`src/rtl/mem_scan_pkg.sv`:
```
package mem_scan_pkg;
  // Flag byte layout (the core consumes these bit positions directly)
  localparam int FLAG_C  = 0;
  localparam int FLAG_N  = 1;
  localparam int FLAG_PV = 2;
  localparam int FLAG_X3 = 3;
  localparam int FLAG_H  = 4;
  localparam int FLAG_X5 = 5;
  localparam int FLAG_Z  = 6;
  localparam int FLAG_S  = 7;
  localparam int FLAG_W  = 8;

  // Control-to-datapath strobes
  typedef struct packed {
    logic load;     // snapshot the start operands
    logic capture;  // fetched byte valid: register all results
  } scanStrobe_t;
endpackage

```
`src/rtl/mem_scan_flags.sv`:
```
module mem_scan_flags
  import mem_scan_pkg::*;
#(
  parameter int DATA_W = 8,
  parameter int CNT_W  = 16
) (
  input  logic [DATA_W-1:0] accVal,
  input  logic [DATA_W-1:0] memVal,
  input  logic              carryIn,
  input  logic [CNT_W-1:0]  cntNext,
  output logic [FLAG_W-1:0] flags,
  output logic              hit
);
  logic [DATA_W-1:0] diff;
  logic [DATA_W-1:0] diffLess;
  logic [DATA_W-1:0] adjusted;
  logic              halfBorrow;

  // Both candidates for the undocumented bits are formed in parallel,
  // then the nibble borrow selects one (keeps the path one adder deep).
  assign diff       = accVal - memVal;
  assign diffLess   = accVal - memVal - DATA_W'(1);
  assign halfBorrow = accVal[3:0] < memVal[3:0];
  assign adjusted   = halfBorrow ? diffLess : diff;
  assign hit        = (diff == '0);

  always_comb begin
    flags          = '0;
    flags[FLAG_S]  = diff[DATA_W-1];
    flags[FLAG_Z]  = hit;
    flags[FLAG_X5] = adjusted[1];
    flags[FLAG_H]  = halfBorrow;
    flags[FLAG_X3] = adjusted[3];
    flags[FLAG_PV] = |cntNext;
    flags[FLAG_N]  = 1'b1;
    flags[FLAG_C]  = carryIn;
  end
endmodule

```
`src/rtl/mem_scan_ctrl.sv`:
```
module mem_scan_ctrl
  import mem_scan_pkg::*;
(
  input  logic        clk,
  input  logic        rstN,
  input  logic        start,
  input  logic        rdAck,
  output scanStrobe_t strb,
  output logic        rdReq,
  output logic        done
);
  typedef enum logic [0:0] {ST_IDLE, ST_READ} scanState_t;
  scanState_t state, stateNext;

  always_comb begin
    strb         = '0;
    strb.load    = (state == ST_IDLE) && start;
    strb.capture = (state == ST_READ) && rdAck;
    stateNext    = state;
    if (strb.load)    stateNext = ST_READ;
    if (strb.capture) stateNext = ST_IDLE;
  end

  always_ff @(posedge clk) begin
    if (!rstN) begin
      state <= ST_IDLE;
      done  <= 1'b0;
    end else begin
      state <= stateNext;
      done  <= strb.capture;
    end
  end

  assign rdReq = (state == ST_READ);

  // a pending request stays up until acknowledged
  a_r1_req_holds: assert property (@(posedge clk) disable iff (!rstN)
    rdReq && !rdAck |=> rdReq);
  // acknowledge ends the request and yields done next cycle
  a_r10_done_after_ack: assert property (@(posedge clk) disable iff (!rstN)
    rdReq && rdAck |=> done && !rdReq);
  // done is a single-cycle strobe
  a_r10_done_single: assert property (@(posedge clk) disable iff (!rstN)
    done |=> !done);
endmodule

```
`src/rtl/mem_scan_dp.sv`:
```
module mem_scan_dp
  import mem_scan_pkg::*;
#(
  parameter int ADDR_W        = 16,
  parameter int DATA_W        = 8,
  parameter int CNT_W         = 16,
  parameter int BASE_STATES   = 16,
  parameter int REPEAT_STATES = 5,
  parameter int STATE_W       = 5
) (
  input  logic              clk,
  input  logic              rstN,
  input  scanStrobe_t       strb,
  input  logic              dirDown,
  input  logic              repeatMode,
  input  logic [DATA_W-1:0] accIn,
  input  logic [FLAG_W-1:0] flagsIn,
  input  logic [ADDR_W-1:0] ptrIn,
  input  logic [CNT_W-1:0]  cntIn,
  input  logic [DATA_W-1:0] rdData,
  output logic [ADDR_W-1:0] rdAddr,
  output logic [ADDR_W-1:0] ptrOut,
  output logic [CNT_W-1:0]  cntOut,
  output logic [FLAG_W-1:0] flagsOut,
  output logic              rewindPc,
  output logic [STATE_W-1:0] stateCount
);
  localparam logic [STATE_W-1:0] COST_STOP = STATE_W'(BASE_STATES);
  localparam logic [STATE_W-1:0] COST_GO   = STATE_W'(BASE_STATES + REPEAT_STATES);

  logic [DATA_W-1:0] accQ;
  logic              carryQ;
  logic [ADDR_W-1:0] ptrQ;
  logic [CNT_W-1:0]  cntQ;
  logic              dirQ;
  logic              repQ;

  logic [CNT_W-1:0]  cntNext;
  logic [ADDR_W-1:0] ptrNext;
  logic [FLAG_W-1:0] flagsNext;
  logic              hit;
  logic              goOn;

  always_ff @(posedge clk) begin
    if (!rstN) begin
      accQ   <= '0;
      carryQ <= 1'b0;
      ptrQ   <= '0;
      cntQ   <= '0;
      dirQ   <= 1'b0;
      repQ   <= 1'b0;
    end else if (strb.load) begin
      accQ   <= accIn;
      carryQ <= flagsIn[FLAG_C];
      ptrQ   <= ptrIn;
      cntQ   <= cntIn;
      dirQ   <= dirDown;
      repQ   <= repeatMode;
    end
  end

  assign rdAddr  = ptrQ;
  assign cntNext = cntQ - CNT_W'(1);
  assign ptrNext = dirQ ? (ptrQ - ADDR_W'(1)) : (ptrQ + ADDR_W'(1));

  mem_scan_flags #(
    .DATA_W (DATA_W),
    .CNT_W  (CNT_W)
  ) u_flags (
    .accVal  (accQ),
    .memVal  (rdData),
    .carryIn (carryQ),
    .cntNext (cntNext),
    .flags   (flagsNext),
    .hit     (hit)
  );

  assign goOn = repQ && flagsNext[FLAG_PV] && !hit;

  always_ff @(posedge clk) begin
    if (!rstN) begin
      ptrOut     <= '0;
      cntOut     <= '0;
      flagsOut   <= '0;
      rewindPc   <= 1'b0;
      stateCount <= '0;
    end else if (strb.capture) begin
      ptrOut     <= ptrNext;
      cntOut     <= cntNext;
      flagsOut   <= flagsNext;
      rewindPc   <= goOn;
      stateCount <= goOn ? COST_GO : COST_STOP;
    end
  end

  // subtract flag set, carry carried from the snapshot
  a_r3_sub_and_carry: assert property (@(posedge clk) disable iff (!rstN)
    strb.capture |=> flagsOut[FLAG_N] && (flagsOut[FLAG_C] == $past(carryQ)));
  // counter steps down by one per step
  a_r6_count_step: assert property (@(posedge clk) disable iff (!rstN)
    strb.capture |=> cntOut == CNT_W'($past(cntQ) - CNT_W'(1)));
  // a rewind needs a live count and no match
  a_r8_rewind_gate: assert property (@(posedge clk) disable iff (!rstN)
    strb.capture |=> !rewindPc || (flagsOut[FLAG_PV] && !flagsOut[FLAG_Z]));
  // single mode never rewinds
  a_r8_single_no_rewind: assert property (@(posedge clk) disable iff (!rstN)
    strb.capture && !repQ |=> !rewindPc);
  // the cost agrees with the rewind decision
  a_r9_cost_match: assert property (@(posedge clk) disable iff (!rstN)
    strb.capture |=> (stateCount == COST_GO) == rewindPc);
  // operands are frozen while the read is pending
  a_r1_addr_frozen: assert property (@(posedge clk) disable iff (!rstN)
    !strb.load && !strb.capture |=> $stable(rdAddr));
endmodule

```
`src/rtl/mem_scan_cmp.sv`:
```
module mem_scan_cmp
  import mem_scan_pkg::*;
#(
  parameter int ADDR_W        = 16,
  parameter int DATA_W        = 8,
  parameter int CNT_W         = 16,
  parameter int BASE_STATES   = 16,
  parameter int REPEAT_STATES = 5,
  localparam int STATE_W      = $clog2(BASE_STATES + REPEAT_STATES + 1)
) (
  input  logic               clk,
  input  logic               rstN,
  input  logic               start,
  input  logic               dirDown,
  input  logic               repeatMode,
  input  logic [DATA_W-1:0]  accIn,
  input  logic [7:0]         flagsIn,
  input  logic [ADDR_W-1:0]  ptrIn,
  input  logic [CNT_W-1:0]   cntIn,
  output logic               rdReq,
  output logic [ADDR_W-1:0]  rdAddr,
  input  logic               rdAck,
  input  logic [DATA_W-1:0]  rdData,
  output logic [ADDR_W-1:0]  ptrOut,
  output logic [CNT_W-1:0]   cntOut,
  output logic [7:0]         flagsOut,
  output logic               rewindPc,
  output logic [STATE_W-1:0] stateCount,
  output logic               done
);
  scanStrobe_t strb;

  mem_scan_ctrl u_ctrl (
    .clk   (clk),
    .rstN  (rstN),
    .start (start),
    .rdAck (rdAck),
    .strb  (strb),
    .rdReq (rdReq),
    .done  (done)
  );

  mem_scan_dp #(
    .ADDR_W        (ADDR_W),
    .DATA_W        (DATA_W),
    .CNT_W         (CNT_W),
    .BASE_STATES   (BASE_STATES),
    .REPEAT_STATES (REPEAT_STATES),
    .STATE_W       (STATE_W)
  ) u_dp (
    .clk        (clk),
    .rstN       (rstN),
    .strb       (strb),
    .dirDown    (dirDown),
    .repeatMode (repeatMode),
    .accIn      (accIn),
    .flagsIn    (flagsIn),
    .ptrIn      (ptrIn),
    .cntIn      (cntIn),
    .rdData     (rdData),
    .rdAddr     (rdAddr),
    .ptrOut     (ptrOut),
    .cntOut     (cntOut),
    .flagsOut   (flagsOut),
    .rewindPc   (rewindPc),
    .stateCount (stateCount)
  );

  // results only change on the cycle done rises
  a_r10_results_hold: assert property (@(posedge clk) disable iff (!rstN)
    !done |-> $stable(ptrOut) && $stable(cntOut) && $stable(flagsOut));
endmodule

```
`config.mk`:
```
export PLATFORM = sky130hd
export DESIGN_NAME = mem_scan_cmp
export DESIGN_NICKNAME = d
export VERILOG_FILES = /design/src/rtl/mem_scan_pkg.sv /design/src/rtl/mem_scan_flags.sv /design/src/rtl/mem_scan_ctrl.sv /design/src/rtl/mem_scan_dp.sv /design/src/rtl/mem_scan_cmp.sv
export SDC_FILE = /design/constraint.sdc
export NUM_CORES = 1
export LEC_CHECK = 0
export ABC_AREA = 0
export CAP_MARGIN = 20
export CORE_MARGIN = 10
export CORE_UTILIZATION = 45
export CTS_CLUSTER_DIAMETER = 40
export CTS_CLUSTER_SIZE = 25
export DETAILED_ROUTE_END_ITERATION = 8
export PLACE_DENSITY = 0.75
export SLEW_MARGIN = 0
export SYNTH_ARGS = -nofsm -noshare
export SYNTH_HDL_FRONTEND = slang
export SYNTH_HIERARCHICAL = 1
export SYNTH_SLANG_ARGS = --single-unit
```
`constraint.sdc`:
```
create_clock -name clk -period 3.33 [get_ports clk]
set_input_delay 0.666 -clock clk [delete_from_list [all_inputs] [get_ports clk]]
set_output_delay 0.666 -clock clk [all_outputs]
set_load 0.01 [all_outputs]
```
# Word level (Yosys, flattened, before mapping)
# Cells that the tools add are included.
[totals]
regBits = 91
inputBits = 62
out_inout_bits = 64
[classes]
add_sub_neg = 5
n_lt_le_gt_ge = 1
muxes = 3
n_bitwise = 2
n_reduce_logical = 8
[op_table]
columns = ["op", "n"]
rows = [
  ["subtractor 16 x 1 -> 16 bit, second input constant", 2],
  ["adder 16 x 1 -> 16 bit, second input constant", 1],
  ["two-way mux 16 bit", 1],
  ["OR reduction 16 bit", 1],
  ["zero test 8 bit", 1],
  ["subtractor 8 bit", 1],
  ["logical AND 1 bit", 4],
  ["< comparator 4 bit", 1],
  ["two-way mux 4 bit", 1],
  ["subtractor 4 x 1 -> 4 bit, second input constant", 1],
  ["two-way mux 3 bit", 1],
  ["NOT 1 bit", 2],
  ["OR reduction 2 bit", 1],
  ["zero test 1 bit", 1],
]

# Logic depth before layout (Yosys ltp)
[depth]
word_depth = 5
depth_mapped = 11
depth_no_buf = 10

# Hierarchy
# The synthesis kept the hierarchy.
[by_module_without_submodules]
columns = ["module", "instances", "cells_each", "area_each_um2", "seq_area_each_um2"]
rows = [
  ["mem_scan_dp", 1, 449, 4102.7, 1701.6],
  ["mem_scan_flags", 1, 61, 460.4, 0.0],
  ["mem_scan_ctrl", 1, 7, 73.8, 40.0],
]

# Worst setup path after synthesis
# OpenSTA, ideal clock, no wires.
[synth_timing]
path_kind = "in2reg"
startpoint = "input port rdData[0]"
endpoint = "register u_dp.flagsOut[6]"
arrival_time_ps = 2524
t_required_ps = 3265
setup_slack_ps = 740
stages = 10
n_path_buf = 1
cell_sequence = "ha_1 fa_1 nand2b_1 o2bb2ai_2 mux2i_1 or4_4 nor3_2 buf_4 mux2i_1 nor2_1"
[synth_between]
elab_chain_cells = 2
[synth_rtl]
columns = ["element", "line", "rtl"]
rows = [
  ["start: declaration", "mem_scan_cmp.sv:23", "input logic [DATA_W-1:0] rdData,"],
  ["subtractor 8 bit", "mem_scan_flags.sv:21", "assign diff = accVal - memVal;"],
  ["zero test 8 bit", "mem_scan_flags.sv:25", "assign hit = (diff == '0);"],
  ["named net u_dp.hit", "mem_scan_dp.sv:41", "logic hit;"],
  ["end signal: assignment", "mem_scan_dp.sv:90", "flagsOut <= flagsNext;"],
  ["end: declaration", "mem_scan_dp.sv:24", "output logic [FLAG_W-1:0] flagsOut,"],
]
# The timed path passes the listed nets, and every way through them passes these cells.
# A chain may end at the register's enable or synchronous reset.

# Worst setup path in the final report
[layout_timing]
startpoint = "input port rdData[0]"
endpoint = "register u_dp.stateCount[2]"
[layout_between]
elab_chain_cells = 5
[layout_rtl]
columns = ["element", "line", "rtl"]
rows = [
  ["subtractor 8 bit", "mem_scan_flags.sv:21", ""],
  ["zero test 8 bit", "mem_scan_flags.sv:25", ""],
  ["named net u_dp.hit", "mem_scan_dp.sv:41", ""],
  ["zero test 1 bit", "mem_scan_dp.sv:78", "assign goOn = repQ && flagsNext[FLAG_PV] && !hit;"],
  ["logical AND 1 bit", "mem_scan_dp.sv:78", ""],
  ["two-way mux 3 bit", "mem_scan_dp.sv:92", "stateCount <= goOn ? COST_GO : COST_STOP;"],
  ["end signal: assignment", "mem_scan_dp.sv:92", ""],
  ["end: declaration", "mem_scan_dp.sv:26", "output logic [STATE_W-1:0] stateCount"],
]
# The timed path passes the listed nets, and every way through them passes these cells.

==> out/qor.yml <==
skew_ns: 0.01173
antenna_found_initial: 0
worstPathCellList: "clkdlybuf4s50_1 > ha_1 > fa_1 > nand2b_1 > o2bb2ai_2 > mux2i_1 > or4_4 > nor3_2 > nand4b_1 > a21oi_1"
std_cell_rows: 36
slowest_delay_ns: 0.53
leakagePower_nw: 2.488
yosysTopAreaCell: "dfxtp_1"
cts_made_buffers: 9
power_mw: 2.551
root_buffer: "clkbuf_8"
cp-endpoint: "u_dp/stateCount[2]"
relSlewSlack_pct: 51.62
grt.overflow.total: 0
wl_um: 12500
hold_buffers: 0
cts_tree: "yes"
slowest_stage: "or4_4"
r2r_cells: 6
clkLatencyLatePin_ns: 0.36
finalHoldViolations: 0
period_share_pct: 85.87
initial_core_util_pct: 46.79
synth.cell_area_sq_um: 4637
synth.avg_cell_area_sq_um: 8.969
critPathTopFamily: "simple AND/OR/NAND/NOR gates"
gr-usage-all-layers_pct: 16.77
rsz0062_at_grt: "false"
path_max_fanout: 4
vias: 4006
worst_ep_arrival_time_ns: 3.09
critPathKind: "input port to flip-flop"
peakVddDrop_v: 0.0002530
yosysWarnings: 6
grt_first_pass_wirelength_um: 20240
drive_above_1_share_pct: 6.913
reg2reg_from: "u_dp/dirQ"
clkSinkCount: 87
synth-edff-count: 0
chipWidth_um: 121.5
drt_iter0_drc: 247
nets: 705
yosysTopAreaCellShare_pct: 37.56
end_kind: "flip-flop"
place_congestion: 0.9061
finalSetupViolCount: 0
setup_tns_ns: 0
post_cts_buffers: 0
min_period_ns: 2.860
required_ns: 3.56
core_sq_um: 9910
vias_per_cell: 5.306
slew_viol_final: 0
wl_per_cell_um: 16.55
tightest_slew_ns: 0.7247
path_buf_inv: 1
yosys_most_used_dff: "dfxtp_1"
die_area_sq_um: 14760
fin_ws_ns: 0.4704
grt_max_degree: 46
antenna_left: 0
die_h_um: 121.5
synthArstFlopShare_pct: 0
clockBufferDepth: 2
max_freq_mhz: 349.7
critical_path_depth: 10
final_common_cell: "clkdlybuf4s50_1"
firstDrtPassIters: 5
post-place-ws_ns: 0.08791
ios: 126
dpl.hpwl_um: 9574
drc: 0
whs_ns: 0.4587
reg2reg_to: "u_dp/ptrOut[15]"
critPathLaunchType: "input port"
h-tree-depth: 3
netlist_top_cells_area: "dfxtp_1, mux2i_1, ha_1, nor2_1, xnor2_1"
startpoint: "rdData[0]"
yosysSeqAreaShare_pct: 37.56
r2r_slack_ns: 0.56
path_clk_slew_ns: 0.09
final_cell_mix: "clkdlybuf4s50_1, dfxtp_1, nor2_1"
drv_cap: 0
cts_resized: 0
port_buffers: 116
hold_path.class: "flip-flop to flip-flop"
synth_cell_type_count: 63
status: "complete, no violations"
antennaDiodeCount: 0
synthToLayoutAreaGrowth_pct: 30.87
cellPowerDensity_nw_per_um2: 420.4
synthCells: 517
grt_pass1_vias: 3975
postSynthRegisterBits: 87
==> worst min-delay path by stage <==
stage / startpoint / end / slack (ns) / depth (start not counted)
3_3_place_gp: u_dp/ptrOut[10] / u_dp/ptrOut[10] / 0.44 / 2
6_report: u_dp/ptrOut[10] / u_dp/ptrOut[10] / 0.46 / 2
3_5_place_dp: u_dp/ptrOut[10] / u_dp/ptrOut[10] / 0.45 / 2
5_1_grt: u_dp/ptrOut[5] / u_dp/ptrOut[5] / 0.49 / 2
2_1_floorplan: u_dp/accQ[0] / u_dp/accQ[0] / 0.46 / 2
4_1_cts: u_dp/ptrOut[10] / u_dp/ptrOut[10] / 0.47 / 2
==> through the flow <==
stage               utilization, %  area (sq um)  std cells
finish                       61.24          6068        755
global route                 61.24          6068        755
CTS                          61.24          6068        755
detailed placement           59.18          5864        739
global placement             59.18          5864        739
floorplan                        -          4641        518
==> final cells by class <==
| type | count | area, sq um |
|---|---|---|
| Clock buffer | 9 | 123.9 |
| Multi-Input combinational cell | 381 | 2681 |
| Fill cell | 854 | 3841 |
| Clock inverter | 7 | 80.08 |
| Tap cell | 133 | 166.4 |
| Inverter | 17 | 63.81 |
| Timing Repair Buffer | 121 | 1211 |
| Sequential cell | 87 | 1742 |
==> cell families after synthesis <==
| family | after synthesis | share of synthesized area (%) |
|---|---|---|
| AND/OR/NAND/NOR | 172 | 18.19 |
| XOR/XNOR | 23 | 4.344 |
| other | 2 | 0.1620 |
| multiplexers | 62 | 13.41 |
| buffers and inverters | 50 | 4.695 |
| flip-flops | 87 | 37.56 |
| adder cells (fa/ha/maj) | 26 | 7.340 |
| AO/OA/AOI/OAI | 95 | 14.30 |
==> cell usage after synthesis (6+ instances only) <==
| cell type | instances |
|---|---|
| mux2i_1 | 61 |
| ha_1 | 24 |
| nand2_1 | 25 |
| a21oi_1 | 22 |
| o211a_1 | 6 |
| buf_1 | 9 |
| o21ai_0 | 18 |
| nand3_1 | 15 |
| clkbuf_1 | 16 |
| inv_1 | 17 |
| dfxtp_1 | 87 |
| xnor2_1 | 13 |
| xor2_1 | 10 |
| nor2_1 | 78 |
| nand4_1 | 6 |
| a211oi_1 | 9 |
| buf_4 | 8 |
| nor3_1 | 8 |
| or2_2 | 6 |
==> registers in the layout, summed over array words and instances (netlist names), 2 cells and up <==
register,flops
u_dp/accQ,8
u_dp/cntOut,16
u_dp/cntQ,16
u_dp/flagsOut,8
u_dp/ptrOut,16
u_dp/rdAddr,16
u_dp/stateCount,2
==> worst register-to-register path, stage by stage, from the launching register on <==
cell       delay, ns
dfxtp_1         0.80
ha_1            0.36
a21o_1          0.20
and4_1          0.23
o21ai_0         0.56
a2111oi_0       0.23
a221o_1         0.30
==> power breakdown <==
part           switching (mW)  internal, mW
Sequential             0.0541          1.10
Clock                   0.414         0.358
Combinational           0.311         0.311
Total                   0.779          1.77
==> layer usage <==
metal  GRT usage (%)  vias to the layer above  wire, um
li1                -                     2014         -
met1           20.06                     1880      5323
met2           28.38                       97      6198
met3           4.328                       15       790
met4           6.036                        0       183
met5               0                        -         0
Note: power is estimated with default switching activity, not from simulation.
